`src/rtl/ya_div_pkg.sv`:
```
package ya_div_pkg;
  // positions of the flags this block writes, inside the flag byte
  localparam int FLAG_W = 8;
  localparam int FB_N   = 7;
  localparam int FB_V   = 6;
  localparam int FB_H   = 3;
  localparam int FB_Z   = 1;
  localparam logic [FLAG_W-1:0] OWN_MASK =
    (8'd1 << FB_N) | (8'd1 << FB_V) | (8'd1 << FB_H) | (8'd1 << FB_Z);
  localparam logic [FLAG_W-1:0] PASS_MASK = ~OWN_MASK;
endpackage

```
`src/rtl/ya_div_step.sv`:
```
module ya_div_step #(
  parameter int DW = 8,
  localparam int WW = 2*DW + 1
) (
  input  logic [WW-1:0] cur,
  input  logic [WW-1:0] cmp,
  output logic [WW-1:0] nxt
);
  logic [WW-1:0] rot;
  logic [WW-1:0] mark;

  always_comb begin
    rot  = {cur[WW-2:0], cur[WW-1]};
    mark = rot;
    if (rot >= cmp) mark[0] = ~rot[0];
    if (mark[0]) nxt = mark - cmp;
    else         nxt = mark;
  end
endmodule

```
`src/rtl/ya_div_ctrl.sv`:
```
module ya_div_ctrl #(
  parameter int ITERS = 9,
  localparam int CW = $clog2(ITERS + 1)
) (
  input  logic clk,
  input  logic rst_n,
  input  logic accept,
  output logic busy,
  output logic iter_en,
  output logic finish,
  output logic done
);
  logic [CW-1:0] cnt;

  assign finish  = busy && (cnt == CW'(ITERS));
  assign iter_en = busy && (cnt != CW'(ITERS));

  always_ff @(posedge clk) begin
    if (!rst_n) begin
      busy <= 1'b0;
      cnt  <= '0;
      done <= 1'b0;
    end else begin
      done <= 1'b0;
      if (accept) begin
        busy <= 1'b1;
        cnt  <= '0;
      end else if (finish) begin
        busy <= 1'b0;
        done <= 1'b1;
      end else if (busy) begin
        cnt <= cnt + 1'b1;
      end
    end
  end


  start_busy_chk: assert property (@(posedge clk) disable iff (!rst_n)
    accept |=> busy);

  done_pulse_chk: assert property (@(posedge clk) disable iff (!rst_n)
    done |=> !done);

  done_after_run_chk: assert property (@(posedge clk) disable iff (!rst_n)
    done |-> ($past(busy) && !busy));

  count_bound_chk: assert property (@(posedge clk) disable iff (!rst_n)
    busy |-> (cnt <= CW'(ITERS)));
endmodule

```
`src/rtl/ya_div_flags.sv`:
```
module ya_div_flags
  import ya_div_pkg::*;
#(
  parameter int DW = 8,
  localparam int WW = 2*DW + 1
) (
  input  logic [DW-1:0]     hi,
  input  logic [DW-1:0]     div,
  output logic              half_cmp,
  input  logic [FLAG_W-1:0] base,
  input  logic              half_q,
  input  logic [WW-1:0]     fin,
  output logic [FLAG_W-1:0] merged
);
  logic [DW-1:0] q;

  assign half_cmp = (div[3:0] <= hi[3:0]);
  assign q        = fin[DW-1:0];

  always_comb begin
    merged       = base;
    merged[FB_N] = q[DW-1];
    merged[FB_V] = fin[DW];
    merged[FB_H] = half_q;
    merged[FB_Z] = (q == '0);
  end
endmodule

```
`src/rtl/ya_div_unit.sv`:
```
module ya_div_unit
  import ya_div_pkg::*;
#(
  parameter int DW = 8,
  localparam int WW = 2*DW + 1,
  localparam int ITERS = DW + 1
) (
  input  logic              clk,
  input  logic              rst_n,
  input  logic              in_valid,
  output logic              in_ready,
  input  logic [DW-1:0]     in_hi,
  input  logic [DW-1:0]     in_lo,
  input  logic [DW-1:0]     in_div,
  input  logic [FLAG_W-1:0] in_flags,
  output logic              out_valid,
  output logic [DW-1:0]     out_quot,
  output logic [DW-1:0]     out_rem,
  output logic [FLAG_W-1:0] out_flags
);
  logic              busy, iter_en, finish, accept;
  logic [WW-1:0]     work_q, cmp_q, work_n;
  logic [FLAG_W-1:0] base_q, merged;
  logic              half_q, half_cmp;

  assign in_ready = !busy;
  assign accept   = in_valid && !busy;

  ya_div_ctrl #(.ITERS(ITERS)) u_ctrl (
    .clk(clk), .rst_n(rst_n), .accept(accept), .busy(busy),
    .iter_en(iter_en), .finish(finish), .done(out_valid)
  );

  ya_div_step #(.DW(DW)) u_step (.cur(work_q), .cmp(cmp_q), .nxt(work_n));

  ya_div_flags #(.DW(DW)) u_flags (
    .hi(in_hi), .div(in_div), .half_cmp(half_cmp),
    .base(base_q), .half_q(half_q), .fin(work_q), .merged(merged)
  );

  always_ff @(posedge clk) begin
    if (!rst_n) begin
      work_q    <= '0;
      cmp_q     <= '0;
      base_q    <= '0;
      half_q    <= 1'b0;
      out_quot  <= '0;
      out_rem   <= '0;
      out_flags <= '0;
    end else begin
      if (accept) begin
        work_q <= {1'b0, in_hi, in_lo};
        cmp_q  <= {in_div, {(DW+1){1'b0}}};
        base_q <= in_flags;
        half_q <= half_cmp;
      end else if (iter_en) begin
        work_q <= work_n;
      end
      if (finish) begin
        out_quot  <= work_q[DW-1:0];
        out_rem   <= work_q[WW-1:DW+1];
        out_flags <= merged;
      end
    end
  end


  zero_flag_chk: assert property (@(posedge clk) disable iff (!rst_n)
    out_valid |-> (out_flags[FB_Z] == (out_quot == '0)));

  sign_flag_chk: assert property (@(posedge clk) disable iff (!rst_n)
    out_valid |-> (out_flags[FB_N] == out_quot[DW-1]));

  pass_flags_chk: assert property (@(posedge clk) disable iff (!rst_n)
    out_valid |-> ((out_flags & PASS_MASK) == (base_q & PASS_MASK)));

  ready_on_done_chk: assert property (@(posedge clk) disable iff (!rst_n)
    out_valid |-> in_ready);
endmodule

```
`config.mk`:
```
export PLATFORM = sky130hd
export DESIGN_NAME = ya_div_unit
export DESIGN_NICKNAME = d
export VERILOG_FILES = /design/src/rtl/ya_div_pkg.sv /design/src/rtl/ya_div_step.sv /design/src/rtl/ya_div_ctrl.sv /design/src/rtl/ya_div_flags.sv /design/src/rtl/ya_div_unit.sv
export SDC_FILE = /design/constraint.sdc
export NUM_CORES = 1
export LEC_CHECK = 0
export BUFFER_PORTS_ARGS = -buffer_cell sky130_fd_sc_hd__buf_2
export CAP_MARGIN = 20
export CORE_ASPECT_RATIO = 0.7
export CORE_MARGIN = 2
export CORE_UTILIZATION = 39
export DETAILED_ROUTE_END_ITERATION = 8
export PLACE_DENSITY = 0.65
export SYNTH_ARGS = -nofsm -noshare
export SYNTH_HDL_FRONTEND = slang
export SYNTH_SLANG_ARGS = --single-unit
```
`constraint.sdc`:
```
create_clock -name clk -period 2.1 [get_ports clk]
set_input_delay 0.315 -clock clk [delete_from_list [all_inputs] [get_ports clk]]
set_output_delay 0.315 -clock clk [all_outputs]
set_load 0.1 [all_outputs]
```
# --- Word-level counts from Yosys, hierarchy flattened ---
# Cells that the tools add are included.
classes:
  n_eq_ne: 2
  n_reduce_logical: 9
  n_bitwise: 3
  n_mux: 7
  magnitude_cmp: 2
  n_addsub: 2
ops:
  columns: ["op", "count"]
  rows:
  - ["$mux W16", 2]
  - ["$ge A17 B17 Y1", 1]
  - ["$mux W17", 1]
  - ["$sub A17 B17 Y17", 1]
  - ["$logic_not A8 Y1", 1]
  - ["$add A4 B1 Y4 const B", 1]
  - ["$eq A4 B4 Y1 const B", 1]
  - ["$le A4 B4 Y1", 1]
  - ["$mux W1", 4]
  - ["$ne A4 B4 Y1 const B", 1]
  - ["$reduce_bool A2 Y1", 2]
  - ["$logic_and A1 B1 Y1", 3]
  - ["$not A1 Y1", 3]
  - ["$reduce_and A2 Y1", 1]
  - ["$reduce_or A2 Y1", 1]
  - ["$logic_not A1 Y1", 1]
word_totals:
  wordCells: 36
  output_inout_bits: 26
  input_bits: 35
  ff_bits: 62

# --- Longest topological paths before layout ---
logic_depth:
  depth_word: 6
  mapped_depth: 11
  ltp_nobuf: 10

# --- Hierarchy ---
# Synthesis repeated with hierarchy kept, for this count alone.
hier_totals:
  cells_unflattened: 449
  hier_area_um2: 4046.4
by_module_without_submodules:
  columns: ["mod", "seq_area_each_um2", "cells_per_inst", "area_per_inst_um2", "n_inst"]
  rows:
  - ["ya_div_unit", 1161.1, 230, 2357.3, 1]
  - ["ya_div_step", 0.0, 168, 1257.5, 1]
  - ["ya_div_ctrl", 120.1, 28, 260.2, 1]
  - ["ya_div_flags", 0.0, 23, 171.4, 1]

# --- Least setup slack after synthesis ---
# OpenSTA, ideal clock, no wires.
synth_path:
  kind: "register to register"
  from: "reg cmp_q[13]"
  to: "reg work_q[15]"
  path_buffers: 2
  stages_incl_launch_ff: 11
  setup_time_ns: 0.125
  path_slack_ns: -0.208
  arrival_time_ns: 2.183
  t_required_ns: 1.975
  period_less_slack_ns: 2.308
  cell_sequence: "dfxtp_1 > inv_1 > ha_1 > bufbuf_16 > and4_2 > a21boi_0 > a211oi_2 > xnor2_2 > buf_6 > mux2i_1 > a211oi_2"
synth_via:
  elab_chain_cells: 6
synth_rtl:
  columns: ["element", "line", "text"]
  rows:
  - ["start, declared", "ya_div_unit.sv:22", "logic [WW-1:0] work_q, cmp_q, work_n;"]
  - ["start signal, assigned", "ya_div_unit.sv:53", "cmp_q <= {in_div, {(DW+1){1'b0}}};"]
  - ["$ge A17 B17 Y1", "ya_div_step.sv:15", "if (rot >= cmp) mark[0] = ~rot[0];"]
  - ["$mux W1", "ya_div_step.sv:15", null]
  - ["$sub A17 B17 Y17", "ya_div_step.sv:16", "if (mark[0]) nxt = mark - cmp;"]
  - ["$mux W17 *", "ya_div_step.sv:16", null]
  - ["$mux W16 *", "ya_div_unit.sv:56", "end else if (iter_en) begin"]
  - ["$mux W16 *", "ya_div_unit.sv:51", "if (accept) begin"]
  - ["end signal, assigned", "ya_div_unit.sv:52", "work_q <= {1'b0, in_hi, in_lo};"]
  - ["end signal, assigned", "ya_div_unit.sv:57", "work_q <= work_n;"]
  - ["end, declared", "ya_div_unit.sv:22", null]
# Every way passes the cells marked *; elsewhere a longest branch is shown, timed or not. The select of a mux whose other input is x is not followed.
# A chain may end at the register's enable or synchronous reset.

# --- Worst setup path in the final report ---
layout_path:
  from: "reg work_q[6]"
  to: "reg work_q[14]"
layout_via:
  elab_chain_cells: 6
layout_rtl:
  columns: ["element", "line"]
  rows:
  - ["$ge A17 B17 Y1", "ya_div_step.sv:15"]
  - ["$mux W1", "ya_div_step.sv:15"]
  - ["$sub A17 B17 Y17", "ya_div_step.sv:16"]
  - ["$mux W17 *", "ya_div_step.sv:16"]
  - ["$mux W16 *", "ya_div_unit.sv:56"]
  - ["$mux W16 *", "ya_div_unit.sv:51"]
# Marks and branches as above.

==> results.md <==
Clock tree:
- Clock tree synthesis selected as its root buffer the cell sky130_fd_sc_hd__clkbuf_8.
- The CTS buffer count is 9.
- TritonCTS built the clock tree.
- CTS built an H-tree with a depth of 3.
- The clock net in this run drives a total of 59 sinks.
- The count of hold buffers inserted by post-cts repair is 0.
- The number of buffers on the longest clock path is 2.
- Clock-pin slew was measured on the worst setup and hold paths at 0.06 ns.
- For the worst-skew pair, the clock arrives at the later sink with an insertion delay of between 0.3 and 0.4 ns.

Floorplan:
- 61 I/O pins were placed.
- The initial cell density of the core is between 40% and 50%.
- The floorplan has 26 rows.
- The floorplan step defined a die boundary enclosing approximately 8500 um^2.
- Measured along the x axis, the die boundary spans around 110 um.
- The total core area is 7420 um^2.
- The die is 77.7 um tall.

Yosys:
- The synthesized design contains 59 register bits.
- In the synthesized netlist, the cells that appear most often are sky130_fd_sc_hd__nand2_1 (85), sky130_fd_sc_hd__dfxtp_1 (59), sky130_fd_sc_hd__a21boi_0 (44), sky130_fd_sc_hd__clkbuf_1 (16), sky130_fd_sc_hd__inv_1 (16).
- The synthesized netlist occupies a cell area of 3020 um^2.
- The post-synthesis average cell area is 8.49 um^2.
- Of all cell types, the one taking the most synthesized area is sky130_fd_sc_hd__dfxtp_1.
- For this run, the register share of the synthesized area comes to 39.1%.
- For this run, the leading register cell type out of synthesis is sky130_fd_sc_hd__dfxtp_1.
- For this run, asynchronously set or reset flops after synthesis account for 0%.
- The synthesized netlist cell count is 356.
- Ranked by total cell area, the synthesized netlist is headed by sky130_fd_sc_hd__dfxtp_1 (39%), sky130_fd_sc_hd__a21boi_0 (11%), sky130_fd_sc_hd__nand2_1 (11%).
- The most common cell in the netlist is sky130_fd_sc_hd__nand2_1.
- The synthesized netlist contains 47 unique library cells.
- The synthesized net count is 406.
- For this run, the number of Yosys warnings is 0.
- The number of enable-type register cells in the synthesized netlist is 0.
- After synthesis, the largest area contributor takes up 39.1% of total cell area.

Timing:
- The maximum frequency from static timing analysis is 459 MHz.
- Setup slack on the critical path of the routed design comes to -0.0766 ns.
- At the pin with the least slew margin, the transition time is roughly 0.5 ns.
- Setup violations remaining at the end of the flow were counted as 9.
- The worst pin sits at a relative slew slack of 66.3%.
- Hold timing on the final database bottoms out at a slack of ~0.23 ns.
- Setup repair after global routing could not meet its margin everywhere.
- The number of slew-limit violations in the final report is 0.
- The time the worst path needs with I/O delays and setup is 2.18 ns.
- Clock skew on the completed layout was measured at 0.0124 ns.
- In the finished design, the share of the clock period the worst path needs comes to 104%.
- The count of final hold-check violations is 0.

Setup path:
- The data arrival time at the worst-slack endpoint is approximately 2.4 ns.
- The path depth of the worst reg2reg path is 6.
- The kind of critical path is register to register.
- The largest fanout on the critical path is 5.
- Traced cell by cell, the critical path runs through or4_4 -> nor4_4 -> a211oi_4 -> xnor2_4 -> mux2i_2 -> a211oi_2.
- The startpoint type of the worst setup path is a register.
- The worst register-to-register path has a setup slack of -0.08 ns.
- STA puts the critical path data required time at 2.32 ns.
- The most critical setup path has its endpoint at work_q[14].
- On the worst path, the slowest cell contributes a delay of 0.57 ns.
- In this run the worst setup path begins at work_q[6].
- STA classifies the critical path endpoint as a register.
- Among all stages on the critical path, the largest delay is contributed by sky130_fd_sc_hd__or4_4.
- The worst register-to-register path ends at work_q[14].
- The source of the worst register-to-register timing path is work_q[6].

Drt:
- After detailed routing, the average wire length per cell comes to between 15 and 20 um.
- After detailed routing, the total wire length is 8190 um.
- The number of nets still failing antenna checks after routing is 0.
- After detailed routing, the number of vias per cell comes to 5.12.
- The remaining design rule violation count is 0.
- The number of violations reported at the end of detailed-routing iteration 0 is 154.
- The final route contains between 2000 and 3000 vias.
- The total iterations of the first detailed-routing run is 4.

Pwr:
- The static leakage is 0.00161 uW.
- The internal power of the cells totals 2400 uW.
- The combinational cell fraction of total power is 33.0%.
- The maximum vdd ir drop is 375 uV.
- The share of total power consumed by net switching is between 30% and 40%.
- For this design the ratio of total power to cell area is 880 nW/um^2.
- The share of total power in sequential cells is 35.5%.
- The reported net switching power is about 1100 uW.
- The clock network is responsible for between 30% and 40% of the overall power.

Placement:
- In this run the cell area measured after placement is 3600 um^2.
- Routability-driven placement finished with a final weighted congestion of ~0.84.
- The number of placed cells counting well taps is 521.
- The count of buffers from port buffering is 56.
- Detailed placement finished with a half-perimeter wire length of 5810 um.

GRT:
- For this run the aggregate overflow at the end of global routing stands at 0.
- The first global-routing pass estimated between 10000 and 15000 um of wire.
- The number of global-route vias before repair is 2600.
- Global routing consumed, over all layers together, 20.0% of the routing resources.
- Entering global routing, the biggest net connects 39 pins.
- The initial antenna violation count was 0.

Cells and area:
- For this run, the post-layout net count is 486.
- Once layout is complete, the cells apart from fillers number 539.
- The antenna diode instance count is 0.
- The area growth from synthesis to layout is 29.8%.
- Once layout is done, the placed cells without fillers occupy 3930 um^2.
- The post-route netlist has 32.7% of its cells at a drive strength greater than 1.
- The final core utilization is ~53%.

Run:
- The tool flagged a number of max-cap violations equal to 0.

Outcome:
- The flow ran to the end, but the final reports show violations.
- The final reports fail on negative setup slack.

Min path:
- The path class of the lowest-slack min-delay path is input pin to register.
power groups by stage:
stage / registers [uW] / logic [uW] / clock network, uW
after global placement: 1240 / 999 / 0
after detailed placement: 1250 / 1010 / 0
after global routing: 1230 / 1240 / 1140
after CTS: 1220 / 1070 / 1100
final: 1230 / 1140 / 1090
after floorplan: 1250 / 696 / 0
repair_timing:
item / CTS / global route
pin swaps: 11 / 14
setup buffers: 2 / 0
setup endpoints to repair: 9 / 11
resized for setup: 14 / 12
cells by family (layout without fill, tap and decap cells):
| family | Yosys count | after routing | share of synthesized area, % |
|---|---|---|---|
| simple gates | 137 | 137 | 21.4 |
| compound gates | 93 | 93 | 22.2 |
| flops | 59 | 59 | 39.1 |
| buf+inv | 40 | 125 | 6.95 |
| fa+ha+maj | 15 | 15 | 6.46 |
| xor+xnor | 7 | 7 | 2.28 |
| mux | 5 | 5 | 1.66 |
stage by stage:
step           TNS, ns  power (uW)  worst slack [ns]
6_report        -0.342        3450           -0.0766
5_1_grt         -0.911        3620            -0.149
4_1_cts        -0.0945        3390           -0.0724
3_5_place_dp    -0.694        2260            -0.112
3_3_place_gp    -0.390        2240           -0.0692
2_1_floorplan        0        1950            0.0187
sequential cells by signal, indices dropped and copies added (netlist names):
name,cells
u_ctrl.busy,1
cmp_q,8
out_rem,8
work_q,17
half_q,1
out_quot,8
u_ctrl.cnt,4
u_ctrl.done,1
out_flags,7
base_q,4
cells in the final DEF, fill, tap and decap left out, types with 3 or more instances in the layout:
| cell type | synthesis | routed |
|---|---|---|
| sky130_fd_sc_hd__nor2_1 | 7 | 6 |
| sky130_fd_sc_hd__buf_2 | 0 | 56 |
| sky130_fd_sc_hd__xor2_1 | 5 | 5 |
| sky130_fd_sc_hd__a21boi_0 | 44 | 42 |
| sky130_fd_sc_hd__dfxtp_1 | 59 | 54 |
| sky130_fd_sc_hd__a21oi_1 | 10 | 7 |
| sky130_fd_sc_hd__ha_1 | 14 | 8 |
| sky130_fd_sc_hd__inv_1 | 16 | 13 |
| sky130_fd_sc_hd__nor2b_1 | 3 | 3 |
| sky130_fd_sc_hd__mux2i_1 | 5 | 4 |
| sky130_fd_sc_hd__buf_4 | 2 | 36 |
| sky130_fd_sc_hd__nand4_1 | 5 | 5 |
| sky130_fd_sc_hd__o211ai_1 | 7 | 7 |
| sky130_fd_sc_hd__a22oi_1 | 9 | 9 |
| sky130_fd_sc_hd__dfxtp_2 | 0 | 5 |
| sky130_fd_sc_hd__nor3_1 | 5 | 5 |
| sky130_fd_sc_hd__clkbuf_8 | 0 | 12 |
| sky130_fd_sc_hd__ha_4 | 0 | 6 |
| sky130_fd_sc_hd__nand2_1 | 85 | 85 |
| sky130_fd_sc_hd__o21ai_0 | 8 | 7 |
| sky130_fd_sc_hd__inv_2 | 0 | 3 |
| sky130_fd_sc_hd__nand3_1 | 10 | 9 |
| sky130_fd_sc_hd__clkbuf_1 | 16 | 3 |
| sky130_fd_sc_hd__nand2b_1 | 5 | 5 |
critical path: cells and delay by family, from the launching register on:
family / cells / cell delay, ns
multiplexers: 1 / 0.27
AND/OR/NAND/NOR: 2 / 0.90
AO/OA/AOI/OAI: 2 / 0.23
flip-flops: 1 / 0.31
XOR/XNOR: 1 / 0.34
worst min path at each step:
stage | startpoint | end | slack [ns] | cells after the start
after floorplan | half_q | out_flags[3] | 0.44 | 2
after global placement | out_flags[5] | out_flags[5] | 0.45 | 2
after detailed placement | out_quot[5] | out_quot[5] | 0.46 | 2
after CTS | in_flags[5] | base_q[5] | 0.22 | 3
after global routing | in_flags[0] | base_q[0] | 0.24 | 3
final | in_flags[5] | base_q[5] | 0.23 | 3
cell type report:
type,count,area (um^2)
repair buffers,93,571
clock inverters,1,30.0
multi-input cells,257,1780
well taps,98,123
inverters,16,60.1
flip-flops and latches,59,1190
clock buffers,15,176
fillers,707,3490
routing by layer:
layer / vias up / global-route usage [%] / share of wire (%) / wire (um)
met5: - / 0 / 0 / 0
met4: 0 / 4.56 / 0.72 / 59
met3: 8 / 4.45 / 6.1 / 496
met2: 77 / 29.3 / 42 / 3430
met1: 1288 / 29.6 / 51 / 4200
li1: 1386 / - / - / -
Power figures use the tool's default switching activity.
